### src/rtl/dbs_pkg.sv
package dbs_pkg;

  typedef enum logic [2:0] {
    CMD_NOP = 3'd0,
    CMD_ACT = 3'd1,
    CMD_RD  = 3'd2,
    CMD_PRE = 3'd3,
    CMD_REF = 3'd4
  } cmd_e;

  // strobes from the sequencing control to the address/data path
  typedef struct packed {
    logic load;     // latch a new request address
    logic colStep;  // a read is issued, advance the burst column
    logic selRef;   // bank field comes from the refresh bank pick
    cmd_e cmd;      // command launched this cycle
  } dbs_stb_t;

endpackage

### src/rtl/dbs_ctrl.sv
module dbs_ctrl
  import dbs_pkg::*;
#(
  parameter int BANK_W       = 2,
  parameter int ROW_W        = 12,
  parameter int T_RCD        = 3,
  parameter int T_RP         = 3,
  parameter int T_RFC        = 8,
  parameter int REF_INTERVAL = 390
) (
  input  logic              clk,
  input  logic              rstN,
  input  logic              reqValid,
  input  logic [BANK_W-1:0] curBank,
  input  logic [ROW_W-1:0]  curRow,
  input  logic              colLast,
  input  logic              beatLast,
  output dbs_stb_t          stb,
  output logic [BANK_W-1:0] refBank,
  output logic              reqReady
);

  localparam int NB     = 1 << BANK_W;
  localparam int W1     = (T_RFC > T_RCD) ? T_RFC : T_RCD;
  localparam int WMAX   = (W1 > T_RP) ? W1 : T_RP;
  localparam int WAIT_W = $clog2(WMAX + 1);
  localparam int RT_W   = $clog2(REF_INTERVAL);

  typedef enum logic [2:0] {
    S_IDLE, S_DECIDE, S_ACTW, S_RDW, S_RD, S_DRAIN, S_REFPRE, S_REFW
  } state_e;

  state_e              state, nState;
  logic [WAIT_W-1:0]   waitCnt, nWait;
  logic                waitLd;
  logic [NB-1:0]       openV, nOpenV;
  logic [ROW_W-1:0]    openRow [NB];
  logic                rowWr;
  logic                refPending, refTaken;
  logic [RT_W-1:0]     refTimer;
  logic                anyOpen;
  logic [BANK_W-1:0]   lowBank;
  logic                waitDone;

  assign waitDone = (waitCnt == '0);
  assign reqReady = (state == S_IDLE) && !refPending;
  assign refBank  = lowBank;

  // lowest-numbered open bank, used by the refresh close-out
  always_comb begin
    anyOpen = 1'b0;
    lowBank = '0;
    for (int b = NB - 1; b >= 0; b--) begin
      if (openV[b]) begin
        anyOpen = 1'b1;
        lowBank = BANK_W'(b);
      end
    end
  end

  always_comb begin
    nState   = state;
    nOpenV   = openV;
    rowWr    = 1'b0;
    waitLd   = 1'b0;
    nWait    = '0;
    refTaken = 1'b0;
    stb      = '{load: 1'b0, colStep: 1'b0, selRef: 1'b0, cmd: CMD_NOP};
    case (state)
      S_IDLE: begin
        if (refPending) nState = S_REFPRE;
        else if (reqValid) begin
          stb.load = 1'b1;
          nState   = S_DECIDE;
        end
      end
      S_DECIDE: begin
        if (!openV[curBank]) begin
          stb.cmd         = CMD_ACT;
          nOpenV[curBank] = 1'b1;
          rowWr           = 1'b1;
          waitLd          = 1'b1;
          nWait           = WAIT_W'(T_RCD - 1);
          nState          = S_RDW;
        end else if (openRow[curBank] == curRow) begin
          stb.cmd     = CMD_RD;
          stb.colStep = 1'b1;
          nState      = S_RD;
        end else begin
          stb.cmd         = CMD_PRE;
          nOpenV[curBank] = 1'b0;
          waitLd          = 1'b1;
          nWait           = WAIT_W'(T_RP - 1);
          nState          = S_ACTW;
        end
      end
      S_ACTW: begin
        if (waitDone) begin
          stb.cmd         = CMD_ACT;
          nOpenV[curBank] = 1'b1;
          rowWr           = 1'b1;
          waitLd          = 1'b1;
          nWait           = WAIT_W'(T_RCD - 1);
          nState          = S_RDW;
        end
      end
      S_RDW: begin
        if (waitDone) begin
          stb.cmd     = CMD_RD;
          stb.colStep = 1'b1;
          nState      = S_RD;
        end
      end
      S_RD: begin
        stb.cmd     = CMD_RD;
        stb.colStep = 1'b1;
        if (colLast) nState = S_DRAIN;
      end
      S_DRAIN: begin
        if (beatLast) nState = S_IDLE;
      end
      S_REFPRE: begin
        if (anyOpen) begin
          stb.cmd         = CMD_PRE;
          stb.selRef      = 1'b1;
          nOpenV[lowBank] = 1'b0;
          waitLd          = 1'b1;
          nWait           = WAIT_W'(T_RP - 1);
        end else if (waitDone) begin
          stb.cmd  = CMD_REF;
          refTaken = 1'b1;
          waitLd   = 1'b1;
          nWait    = WAIT_W'(T_RFC - 1);
          nState   = S_REFW;
        end
      end
      S_REFW: begin
        if (waitDone) nState = S_IDLE;
      end
      default: nState = S_IDLE;
    endcase
  end

  always_ff @(posedge clk) begin
    if (!rstN) begin
      state      <= S_IDLE;
      waitCnt    <= '0;
      openV      <= '0;
      refPending <= 1'b0;
      refTimer   <= '0;
    end else begin
      state <= nState;
      openV <= nOpenV;
      if (waitLd)        waitCnt <= nWait;
      else if (!waitDone) waitCnt <= waitCnt - 1'b1;
      if (refTaken) refPending <= 1'b0;
      if (refTimer == RT_W'(REF_INTERVAL - 1)) begin
        refTimer   <= '0;
        refPending <= 1'b1;
      end else begin
        refTimer <= refTimer + 1'b1;
      end
    end
  end

  always_ff @(posedge clk) begin
    if (rowWr) openRow[curBank] <= curRow;
  end

endmodule

### src/rtl/dbs_dp.sv
module dbs_dp
  import dbs_pkg::*;
#(
  parameter int ROW_W  = 12,
  parameter int BANK_W = 2,
  parameter int COL_W  = 9,
  parameter int LANES  = 8,
  parameter int LANE_W = 8,
  parameter int BURST  = 8,
  parameter int T_CL   = 3
) (
  input  logic                          clk,
  input  logic                          rstN,
  input  logic [ROW_W+BANK_W+COL_W-1:0] reqAddr,
  input  logic [LANES*LANE_W-1:0]       laneData,
  input  dbs_stb_t                      stb,
  input  logic [BANK_W-1:0]             refBank,
  output logic [BANK_W-1:0]             curBank,
  output logic [ROW_W-1:0]              curRow,
  output logic                          colLast,
  output logic                          beatLast,
  output logic [2:0]                    cmd,
  output logic [BANK_W-1:0]             cmdBank,
  output logic [ROW_W-1:0]              cmdRow,
  output logic [COL_W-1:0]              cmdCol,
  output logic                          beatValid,
  output logic [LANES*LANE_W-1:0]       beatData
);

  localparam int IDX_W  = $clog2(BURST);
  localparam int DATA_W = LANES * LANE_W;

  logic [COL_W-IDX_W-1:0] baseHi;
  logic [IDX_W-1:0]       colIdx, beatCnt;
  logic [T_CL-1:0]        rdPipe;
  logic                   rdNow, capture;
  logic [DATA_W-1:0]      assembled;
  cmd_e                   cmdQ;

  // lane i fills bits [8i+7:8i] of the beat
  for (genvar i = 0; i < LANES; i++) begin : g_lane
    assign assembled[i*LANE_W +: LANE_W] = laneData[i*LANE_W +: LANE_W];
  end

  assign colLast  = (colIdx == IDX_W'(BURST - 1));
  assign rdNow    = (cmdQ == CMD_RD);
  assign capture  = rdPipe[T_CL-1];
  assign beatLast = capture && (beatCnt == IDX_W'(BURST - 1));
  assign cmd      = cmdQ;

  always_ff @(posedge clk) begin
    if (!rstN) begin
      curBank   <= '0;
      curRow    <= '0;
      baseHi    <= '0;
      colIdx    <= '0;
      cmdQ      <= CMD_NOP;
      cmdBank   <= '0;
      cmdRow    <= '0;
      cmdCol    <= '0;
      rdPipe    <= '0;
      beatCnt   <= '0;
      beatValid <= 1'b0;
      beatData  <= '0;
    end else begin
      if (stb.load) begin
        curRow  <= reqAddr[COL_W+BANK_W +: ROW_W];
        curBank <= reqAddr[COL_W +: BANK_W];
        baseHi  <= reqAddr[COL_W-1:IDX_W];
        colIdx  <= '0;
      end else if (stb.colStep) begin
        colIdx <= colIdx + 1'b1;
      end
      cmdQ    <= stb.cmd;
      cmdBank <= (stb.cmd == CMD_NOP || stb.cmd == CMD_REF) ? '0 :
                 (stb.selRef ? refBank : curBank);
      cmdRow  <= (stb.cmd == CMD_ACT) ? curRow : '0;
      cmdCol  <= (stb.cmd == CMD_RD) ? {baseHi, colIdx} : '0;
      rdPipe  <= T_CL'({rdPipe, rdNow});
      beatValid <= capture;
      if (capture) begin
        beatData <= assembled;
        beatCnt  <= beatCnt + 1'b1;
      end
    end
  end

endmodule

### src/rtl/dram_bank_seq.sv
module dram_bank_seq
  import dbs_pkg::*;
#(
  parameter int ROW_W        = 12,
  parameter int BANK_W       = 2,
  parameter int COL_W        = 9,
  parameter int LANES        = 8,
  parameter int LANE_W       = 8,
  parameter int BURST        = 8,
  parameter int T_RCD        = 3,
  parameter int T_RP         = 3,
  parameter int T_CL         = 3,
  parameter int T_RFC        = 8,
  parameter int REF_INTERVAL = 390
) (
  input  logic                          clk,
  input  logic                          rstN,
  input  logic                          reqValid,
  output logic                          reqReady,
  input  logic [ROW_W+BANK_W+COL_W-1:0] reqAddr,
  input  logic [LANES*LANE_W-1:0]       laneData,
  output logic [2:0]                    cmd,
  output logic [BANK_W-1:0]             cmdBank,
  output logic [ROW_W-1:0]              cmdRow,
  output logic [COL_W-1:0]              cmdCol,
  output logic                          beatValid,
  output logic [LANES*LANE_W-1:0]       beatData
);

  dbs_stb_t          stb;
  logic [BANK_W-1:0] refBank, curBank;
  logic [ROW_W-1:0]  curRow;
  logic              colLast, beatLast;

  dbs_ctrl #(
    .BANK_W(BANK_W), .ROW_W(ROW_W), .T_RCD(T_RCD), .T_RP(T_RP),
    .T_RFC(T_RFC), .REF_INTERVAL(REF_INTERVAL)
  ) ctrl_i (
    .clk(clk), .rstN(rstN), .reqValid(reqValid), .curBank(curBank),
    .curRow(curRow), .colLast(colLast), .beatLast(beatLast), .stb(stb),
    .refBank(refBank), .reqReady(reqReady)
  );

  dbs_dp #(
    .ROW_W(ROW_W), .BANK_W(BANK_W), .COL_W(COL_W), .LANES(LANES),
    .LANE_W(LANE_W), .BURST(BURST), .T_CL(T_CL)
  ) dp_i (
    .clk(clk), .rstN(rstN), .reqAddr(reqAddr), .laneData(laneData),
    .stb(stb), .refBank(refBank), .curBank(curBank), .curRow(curRow),
    .colLast(colLast), .beatLast(beatLast), .cmd(cmd), .cmdBank(cmdBank),
    .cmdRow(cmdRow), .cmdCol(cmdCol), .beatValid(beatValid),
    .beatData(beatData)
  );

endmodule

### config.mk
export PLATFORM = sky130hd
export DESIGN_NAME = dram_bank_seq
export DESIGN_NICKNAME = d
export VERILOG_FILES = /design/src/rtl/dbs_pkg.sv /design/src/rtl/dbs_ctrl.sv /design/src/rtl/dbs_dp.sv /design/src/rtl/dram_bank_seq.sv
export SDC_FILE = /design/constraint.sdc
export NUM_CORES = 1
export LEC_CHECK = 0
export BUFFER_PORTS_ARGS = -buffer_cell sky130_fd_sc_hd__buf_2
export CORE_MARGIN = 2
export CORE_UTILIZATION = 57
export DETAILED_ROUTE_END_ITERATION = 10
export PLACE_DENSITY = 0.84
export SKIP_CTS_REPAIR_TIMING = 1
export SYNTH_ARGS = -nofsm -noshare
export SYNTH_HDL_FRONTEND = slang
export SYNTH_SLANG_ARGS = --single-unit
### constraint.sdc
create_clock -name clk -period 3.9 [get_ports clk]
set_input_delay 0.78 -clock clk [delete_from_list [all_inputs] [get_ports clk]]
set_output_delay 0.78 -clock clk [all_outputs]
set_load 0.01 [all_outputs]
* Word-level counts from Yosys, hierarchy flattened
Memories as Yosys holds them, arrays and structs flattened. A register that Yosys moved wholly into a read port is not among the register bits.
Cells that the tools add are included.
** Cells by class
- Eq/ne operators :: 26
- $lt $le $gt $ge :: 4
- Bitwise gates (word level) :: 6
- Reductions and logical operators :: 18
- Muxes and demuxes :: 70
- $add $sub $neg :: 4
** Operators with widths (count)
- $mux W3 :: 15
- $mux W4 :: 8
- $mux W1 :: 27
- $pmux W3 S8 :: 1
- $pmux W4 S3 :: 2
- $eq A3 B3 Y1 const B :: 7
- $mux W2 :: 10
- $pmux W3 S5 :: 1
- $eq A12 B12 Y1 :: 1
- $eq A3 B2 Y1 const B :: 4
- $ne A2 B1 Y1 const B :: 6
- $add A9 B1 Y9 const B :: 1
- $eq A9 B9 Y1 const B :: 1
- $and A4 B4 Y4 :: 2
- $not A4 Y4 :: 2
- $reduce_and A8 Y1 :: 1
- $add A3 B1 Y3 const B :: 2
- $eq A3 B1 Y1 const B :: 2
- $logic_not A3 Y1 :: 2
- $lt A2 B3 Y1 const B :: 2
- $ne A2 B2 Y1 const B :: 3
- $pmux W1 S3 :: 2
- $reduce_or A2 Y1 :: 3
- $demux W1 S2 :: 2
- other kinds (16) :: 21
** Storage, ports and cells
- Input port bits :: 90
- Memory bits (writable) :: 48
- Memories :: 1
- Flip-flop bits (word level) :: 141
** Memories
- ctrl_i.openRow :: words 4, width 12, rd ports 1, clocked after memory_dff 1, write ports 1, RTL line dbs_ctrl.sv:37 : logic [ROW_W-1:0] openRow [NB];

* Depth between registers and ports, before layout
Gate-level depths: netlist of the first run.
- Word-level depth :: 12
- Mapped depth :: 9
- Gate-level depth less buffers :: 9

* By module
From an unflattened synthesis of the first run, not the netlist that was laid out.
** Unflattened totals
- Cell total of the unflattened synthesis :: 610
- Area total of the unflattened synthesis :: 7499.7 um^2
** By module, submodules not included
- dbs_dp :: area an instance 4309.1 um^2, instances 1, seq. area each 2402.3 um^2, cells an instance 363
- dbs_ctrl :: area an instance 3190.6 um^2, instances 1, seq. area each 1861.8 um^2, cells an instance 247

* Least setup slack after synthesis of the first run
OpenSTA, ideal clock, no wires.
- Path kind :: register -> register
- Start point :: register ctrl_i.waitCnt[0]
- End point :: memory ctrl_i.openRow[0][0] (enable)
- Stages on the path, launching flop included :: 8
- Data arrival time :: 2.239 ns
- Period minus slack after synthesis :: 2.638 ns
- Slack :: 1.262 ns
- Buffers on the path :: 0
- Cells stage by stage :: dfxtp_1 > inv_1 > ha_1 > nor3b_1 > nand2_1 > o21ai_0 > nand2_1 > nor3_1
** Between the ends
- Word-level cells in the longest chain between the ends :: 5
** RTL lines
- start: declaration :: RTL line dbs_ctrl.sv:34 : logic [WAIT_W-1:0] waitCnt, nWait;
- start signal: assignment :: RTL line dbs_ctrl.sv:154 : if (waitLd) waitCnt <= nWait;
- start signal: assignment :: RTL line dbs_ctrl.sv:155 : else if (!waitDone) waitCnt <= waitCnt - 1'b1;
- $logic_not A4 Y1 :: RTL line dbs_ctrl.sv:45 : assign waitDone = (waitCnt == '0);
- $mux W1 :: RTL line dbs_ctrl.sv:98 : if (waitDone) begin
- $pmux W1 S2 :: RTL line dbs_ctrl.sv:69 : case (state)
- $mux W1 :: RTL line dbs_ctrl.sv:167 : if (rowWr) openRow[curBank] <= curRow;
- $mux W1 (implied by the code) :: RTL line dbs_ctrl.sv:167
- end: declaration :: RTL line dbs_ctrl.sv:37
Every way passes these cells.

==> metrics.md, run 1 <==
| Metric | Value |
|---|---|
| Synth Register Bits | about 190 |
| Multi-input gate area | 2960 um^2 |
| Seq/Total Area, Yosys | 57.8% |
| Fin crit period | 3.25 ns |
| Crit share post-route | about 83% |
| Clk root buf | clkbuf_16 |
| Register area | ~4300 um^2 |
| Vias in the first global route | 5420 |
| Final TNS setup | 0 ns |
| Async set or reset register ratio after synthesis | 0% |
| Util after Layout | 71.4% |
| Number of distinct library cells after synthesis | 50 |
| Post-Route WL | around 16 mm |
| Initial core utilization | 58.8% |
| YS warnings | 0 |
| GRT Overall Usage | between 20% and 30% |
| Clk_lat worst skew | 0.43 ns |
| Post-Syn Instances | ~650 |
| Clock Path Buffers | 2 |
| Drt wl/cell | 16.3 um |
| Largest net degree at the start of global routing | 71 |
| Post-route DRC | 0 |
| Hold Path Class | reg -> reg |
| CP Max Fanout | 12 |
| Layout cells sized above 1 | 28.3% |
| Max IR drop VDD | 0.000384 V |
| Setup slack at placement | 0.610 ns |
| Vias | about 5400 |
| Maximum Capacitance Violations | 0 |
| Core area | 12700 um^2 |
| Final worst clock skew | 0.0119 ns |
| Final hold vios | 0 |
| Mapped Area | 7440 um^2 |
| Critical Path End Type | flip-flop |
| Cell taking the most area after synthesis | dfxtp_1 |
| Avg Cell Area, Syn | 11.5 um^2 |
| DR vias/cell | 5.35 |
| Initial DRC count | 370 |
| Top_reg_cell synth | dfxtp_1 |
| Post-synth EDFFs | 48 |
| Setup repair after global routing missed its margin | no |
| Final cell count without fillers | 1000 |
| Htree depth | 4 |
| Power Dens Cells | 592 nW/um^2 |
| Status | finished, final reports clean |
| DRT Pass-1 Iters | 5 |
| Post-DP HPWL | 11.1 mm |
| Die Y | ~120 um |
| Final setup margin | 0.649 ns |
| Final Max Slew Viols | 0 |
| Cell Chain, Critical Path | mux4_2 > xnor2_1 > nand4_1 > a2111oi_0 > a21oi_1 > mux2i_1 > nor2_1 |
| DRT antenna net count | 0 |
| Placed insts | 968 |
| Synth top area cells | dfxtp_1 38%, edfxtp_1 19%, mux2i_1 9.5% |
| CTS tree | built |
| Slowest-stage cell, CP | dfxtp_1 |
| IO Count | 182 |
| Nets | ~900 |
| Tot Pwr | 5.36 mW |
| CTS sink cnt | 191 |
| Syn Nets | ~740 |
| Worst slew pin tran | 1.10 ns |
| Fillers | a little over 900 |
| Relative slew slack | a little over a quarter |
| Die area | approximately 14000 um^2 |
| Critical Path AT | around 3.6 ns |
| CP delay by family, top | compound AO/OA/AOI/OAI gates |
| I/O Buffers | approximately 180 |
| Placer congestion estimate | 0.797 |
| Antenna violations before repair | 0 |
| Total leakage power | 3.60 nW |
| Critical path class | reg -> reg |
| Reg clk slew, reported paths | 0.07 ns |
| Startpoint types | flip-flop |
| CTS Buf Count | 17 |
| Die W | 118 um |
| Synth top area share | just under 40% |
| Setup violators final | 0 |
| P&R area growth vs syn | 21.4% |
| FP Rows | 41 |
| # diodes | 0 |
| Global-route wire length before repair | 26.1 mm |
| Worst Path Buf+Inv | 0 |
| Critical Path RT | 4.21 ns |
| GRT overflow | 0 |
| CP peak stage delay | between 0.8 and 0.9 ns |
| Max Clk Rate | 308 MHz |
-- synth_stat cells, drive strengths merged (2+ instances only) --
cell type    n
nand3        7
xor2         9
dfxtp      143
a211oi       2
and3         3
nor2b       72
edfxtp      48
o21a         6
nor3b        3
a21boi      22
o22ai        3
nor2        26
nand4        5
inv         10
nor3        12
or3          2
mux4        11
nand2b       4
a2111oi      2
and2        29
o31ai        3
a21oi       15
xnor2       12
clkbuf      22
ha           7
o21ai       12
buf         11
mux2i       71
nand2       61
nor4         2
-- area by class of cell --
type / instances / share of cell area (%)
Tap cell: 172 / 2.38
Timing Repair Buffer: 184 / 10.4
Clock inverter: 13 / 1.55
Clock buffer: 19 / 4.90
Sequential cell: 191 / 47.6
Multi-Input combinational cell: 411 / 32.8
Inverter: 10 / 0.415
-- worst reg2reg max path, stage by stage, from the launching register on --
cell       delay [ns]
dfxtp_1          0.85
mux4_2           0.61
xnor2_1          0.23
nand4_1          0.26
a2111oi_0        0.61
a21oi_1          0.31
mux2i_1          0.23
nor2_1           0.06
-- path summary, 6_finish.rpt --
check	startpoint	endpoint	slack, ns	depth (start not counted)
setup / recovery	flip-flop	dp_i.colIdx[2]	0.65	7
hold / removal	dp_i.cmd[2]	dp_i.rdPipe[0]	0.43	1
setup reg to reg	flip-flop	dp_i.colIdx[2]	0.65	7
hold reg to reg	dp_i.cmd[2]	dp_i.rdPipe[0]	0.43	1
-- power breakdown --
group / internal (mW) / switching (mW) / total, mW
Sequential: 2.28 / 0.211 / 2.49
Clock: 0.964 / 0.734 / 1.70
Combinational: 0.487 / 0.680 / 1.17
Total: 3.73 / 1.62 / 5.36
-- registers in the layout (all words and copies together) (netlist names), named ones only --
signal and count:
ctrl_i.openRow 48, ctrl_i.refPending 1, ctrl_i.refTimer 9, ctrl_i.state 3, ctrl_i.waitCnt 4, dp_i.baseHi 6
dp_i.beatCnt 3, dp_i.beatData 64, dp_i.beatValid 1, dp_i.cmd 3, dp_i.cmdBank 2, dp_i.cmdCol 9
dp_i.cmdRow 12, dp_i.colIdx 3, dp_i.curBank 2, dp_i.curRow 12, dp_i.rdPipe 3
-- layer usage --
metal | up-vias | global-route usage, % | routed length (um)
met2 | 193 | 41.7 | 8470
met4 | 0 | 9.79 | 380
li1 | 2564 | - | -
met1 | 2563 | 27.0 | 6450
met3 | 33 | 5.55 | 1000
met5 | - | 0 | 0
-- cells by family after synthesis --
group | after synthesis | share of synthesized area (%)
AO/OA/AOI/OAI | 72 | 6.69
AND/OR/NAND/NOR | 229 | 16.5
XOR/XNOR | 21 | 2.57
flip-flops | 191 | 57.8
adder cells (fa/ha/maj) | 7 | 1.18
multiplexers | 82 | 12.9
buffers and inverters | 43 | 2.40
-- cells in the final DEF (no fill, tap or decap), types with 3 or more instances in the layout --
cell type,n
a21boi_0,21
buf_4,6
o31ai_1,3
nor2b_1,72
nand2b_1,4
a21oi_1,15
clkinvlp_4,3
ha_1,7
clkinv_4,3
xnor2_1,11
xor2_1,9
mux2i_1,71
and2_1,29
nor3_1,10
nand2_1,61
and3_1,3
o21ai_1,3
inv_1,10
mux4_2,11
o21a_1,6
clkbuf_16,17
dfxtp_1,142
buf_2,178
nor2_1,26
edfxtp_1,48
o22ai_1,3
nand4_1,5
nand3_1,7
o21ai_0,8
-- through the flow --
| stage | cell area, um^2 | hold WS (ns) |
|---|---|---|
| 6_report | 9040 | 0.432 |
| 5_1_grt | 9040 | 0.464 |
| 4_1_cts | 9040 | 0.429 |
| 3_5_place_dp | 8460 | 0.415 |
| 3_3_place_gp | 8460 | 0.413 |
| 2_1_floorplan | 7440 | 0.412 |
(Power assumes the default switching activity.)
==> inputs of run 2 (changes only) <==
--- a/config.mk
+++ b/config.mk
@@ -7,9 +7,9 @@
 export LEC_CHECK = 0
 export BUFFER_PORTS_ARGS = -buffer_cell sky130_fd_sc_hd__buf_2
 export CORE_MARGIN = 2
-export CORE_UTILIZATION = 57
+export CORE_UTILIZATION = 48
 export DETAILED_ROUTE_END_ITERATION = 10
-export PLACE_DENSITY = 0.84
+export PLACE_DENSITY = 0.76
 export SKIP_CTS_REPAIR_TIMING = 1
 export SYNTH_ARGS = -nofsm -noshare
 export SYNTH_HDL_FRONTEND = slang
==> constraint.sdc (replaced) <==
create_clock -name clk -period 2.95 [get_ports clk]
set_input_delay 0.59 -clock clk [delete_from_list [all_inputs] [get_ports clk]]
set_output_delay 0.59 -clock clk [all_outputs]
set_load 0.01 [all_outputs]
==> metrics.md, run 2 (synthesis gave the netlist of run 1 again) <==
| Metric | Value |
|---|---|
| Post-DP HPWL | 9.97 mm (-10%) |
| Global-route wire length before repair | 23.3 mm (-11%) |
| Vias in the first global route | 4695 (-13%) |
| Critical Path End Type | flip-flop |
| Fillers | 1303 (+44%) |
| Antenna violations before repair | 0 (unchanged) |
| DRT antenna net count | 0 (unchanged) |
| Initial DRC count | 286 (-23%) |
| Drt wl/cell | 14.4 um (-11%) |
| Worst slew pin tran | 0.922 ns (-0.178 ns) |
| Reg clk slew, reported paths | 0.07 ns (about the same) |
| Critical Path AT | 3.03 ns (-0.53 ns) |
| Htree depth | 4 (unchanged) |
| P&R area growth vs syn | 22.4% |
| Clock Path Buffers | 2 (unchanged) |
| Maximum Capacitance Violations | 0 (unchanged) |
| Slowest-stage cell, CP | mux4_2 |
| Layout cells sized above 1 | 29.1% (+0.81 points) |
| CP delay by family, top | simple AND/OR/NAND/NOR gates |
| Commonest non-fill, non-tap cell in the layout | buf_2 |
| Power Dens Cells | 763 nW/um^2 (+29%) |
| Initial core utilization | 49.0% (-9.8 points) |
| Setup violators final | 0 (unchanged) |
| Largest register FFs | 64 (unchanged) |
| Startpoint types | flip-flop |
| Final Max Slew Viols | 0 (unchanged) |
| Total leakage power | 3.64 nW (+1.3%) |
| Clk root buf | clkbuf_16 |
| GRT overflow | 0 (unchanged) |
| Final TNS setup | 0 ns (unchanged) |
| Clk_lat worst skew | 0.42 ns (about the same) |
| Worst Path Buf+Inv | 1 (+1) |
| FP Rows | 45 (+9.8%) |
| Die area | 16500 um^2 (+18%) |
| Crit share post-route | 90.3% (+6.9 points) |
| CTS sink cnt | 191 (unchanged) |
| Core area | 15200 um^2 (+20%) |
| Setup repair after global routing missed its margin | no |
| Regs by FF count | dp_i.beatData x64, ctrl_i.openRow x48 |
| Final worst clock skew | 0.00997 ns (-0.00196 ns) |
| Largest net degree at the start of global routing | 68 (-4.2%) |
| Placer congestion estimate | 0.787 (-1.2%) |
| Register area | 4310 um^2 (unchanged) |
| Critical Path RT | 3.32 ns (-0.89 ns) |
| Final hold vios | 0 (unchanged) |
| Nets | 920 (+0.88%) |
| Most frequent cells in the layout | 178 x buf_2, 142 x dfxtp_1, 72 x nor2b_1 |
| CTS Buf Count | 17 (unchanged) |
| Hold Path Class | in -> reg |
| Die W | 129 um (+8.7%) |
| Final cell count without fillers | 1025 (+2.5%) |
| DRT Pass-1 Iters | 4 (-1) |
| Status | finished, final reports clean |
| Biggest register | dp_i.beatData |
| Placed insts | 992 (+2.5%) |
| Post-Route WL | 14.8 mm (-9.3%) |
| IO Count | 182 (unchanged) |
| GRT Overall Usage | 17.9% (-5.6 points) |
| Critical path class | reg -> reg |
| CP peak stage delay | 0.52 ns (-0.33 ns) |
| Relative slew slack | 37.9% (+11 points) |
| CP Max Fanout | 12 (unchanged) |
| Die Y | 129 um (+8.7%) |
| Vias | 5137 (-4.0%) |
| Post-route DRC | 0 (unchanged) |
| Max Clk Rate | 376 MHz (+22%) |
| I/O Buffers | 178 (unchanged) |
| Multi-input gate area | 2970 um^2 (+0.17%) |
| Max IR drop VDD | 0.000406 V (+5.5%) |
| CTS tree | built |
| Cell Chain, Critical Path | buf_12 > mux4_2 > xnor2_1 > nand4_1 > a2111oi_4 > nor3_2 > nor3_4 > and2_1 |
| DR vias/cell | 5.01 (-6.4%) |
| Fin crit period | 2.66 ns (-0.589 ns) |
[run 2: cell types whose count changed in the layout (fill, tap and decap cells not counted), sizes merged]
cell	before	now
buf	184	192
clkinvlp	3	0
bufinv	2	0
clkbuf	19	21
inv	12	14
clkinv	6	7
diode	0	1
[run 2: stage by stage]
step / util (%) / hold WS (ns) / area (um^2) / setup slack [ns] / power (mW)
6_report: 59.9 / 0.408 / 9110 / 0.287 / 6.95
4_1_cts: 59.9 / 0.389 / 9110 / 0.222 / 7.03
5_1_grt: 59.9 / 0.402 / 9110 / 0.0207 / 7.34
3_3_place_gp: 56.3 / 0.409 / 8560 / 0.305 / 4.83
2_1_floorplan: - / 0.412 / 7440 / 0.313 / 4.40
3_5_place_dp: 56.3 / 0.421 / 8560 / 0.274 / 4.87
[run 2: final timing paths]
| kind | start | to | slack [ns] | cells past startpoint |
|---|---|---|---|---|
| worst min-delay path | reqAddr[4] | dp_i.baseHi[1] | 0.41 | 3 |
| worst min register to register | dp_i.cmd[2] | dp_i.rdPipe[0] | 0.43 | 1 |
| worst max register to register | flip-flop | dp_i.cmdCol[1] | 0.29 | 8 |
| worst max-delay path | flip-flop | dp_i.cmdCol[1] | 0.29 | 8 |
[run 2: worst register-to-register path: stages (launching register included)]
cell and delay, ns:
dfxtp_1 0.36, buf_12 0.17, mux4_2 0.53, xnor2_1 0.18, nand4_1 0.19, a2111oi_4 0.46, nor3_2 0.19, nor3_4 0.35
and2_1 0.18
[run 2: final cells by class]
class                   count  share of cell area (%)
diodes                      1                  0.0275
clock buffers              21                    5.18
clock inverters            11                   0.865
inverters                  10                   0.412
multi-input cells         411                    32.6
flip-flops and latches    191                    47.3
well taps                 188                    2.58
repair buffers            192                    11.1
[run 2: per-layer routing]
layer	vias to the layer above	wire length (um)	track usage [%]
met4	0	233	6.01
met2	126	7370	30.1
met1	2419	6510	22.5
met3	17	683	4.78
met5	-	0	0
li1	2575	-	-
[run 2: report_power, final]
group          leakage [nW]  internal, mW  total [mW]  switching [mW]
Sequential             1.61          3.02        3.26           0.246
Combinational          1.76         0.686        1.54           0.850
Clock                 0.277          1.16        2.15           0.995
Total                  3.64          4.86        6.95            2.09
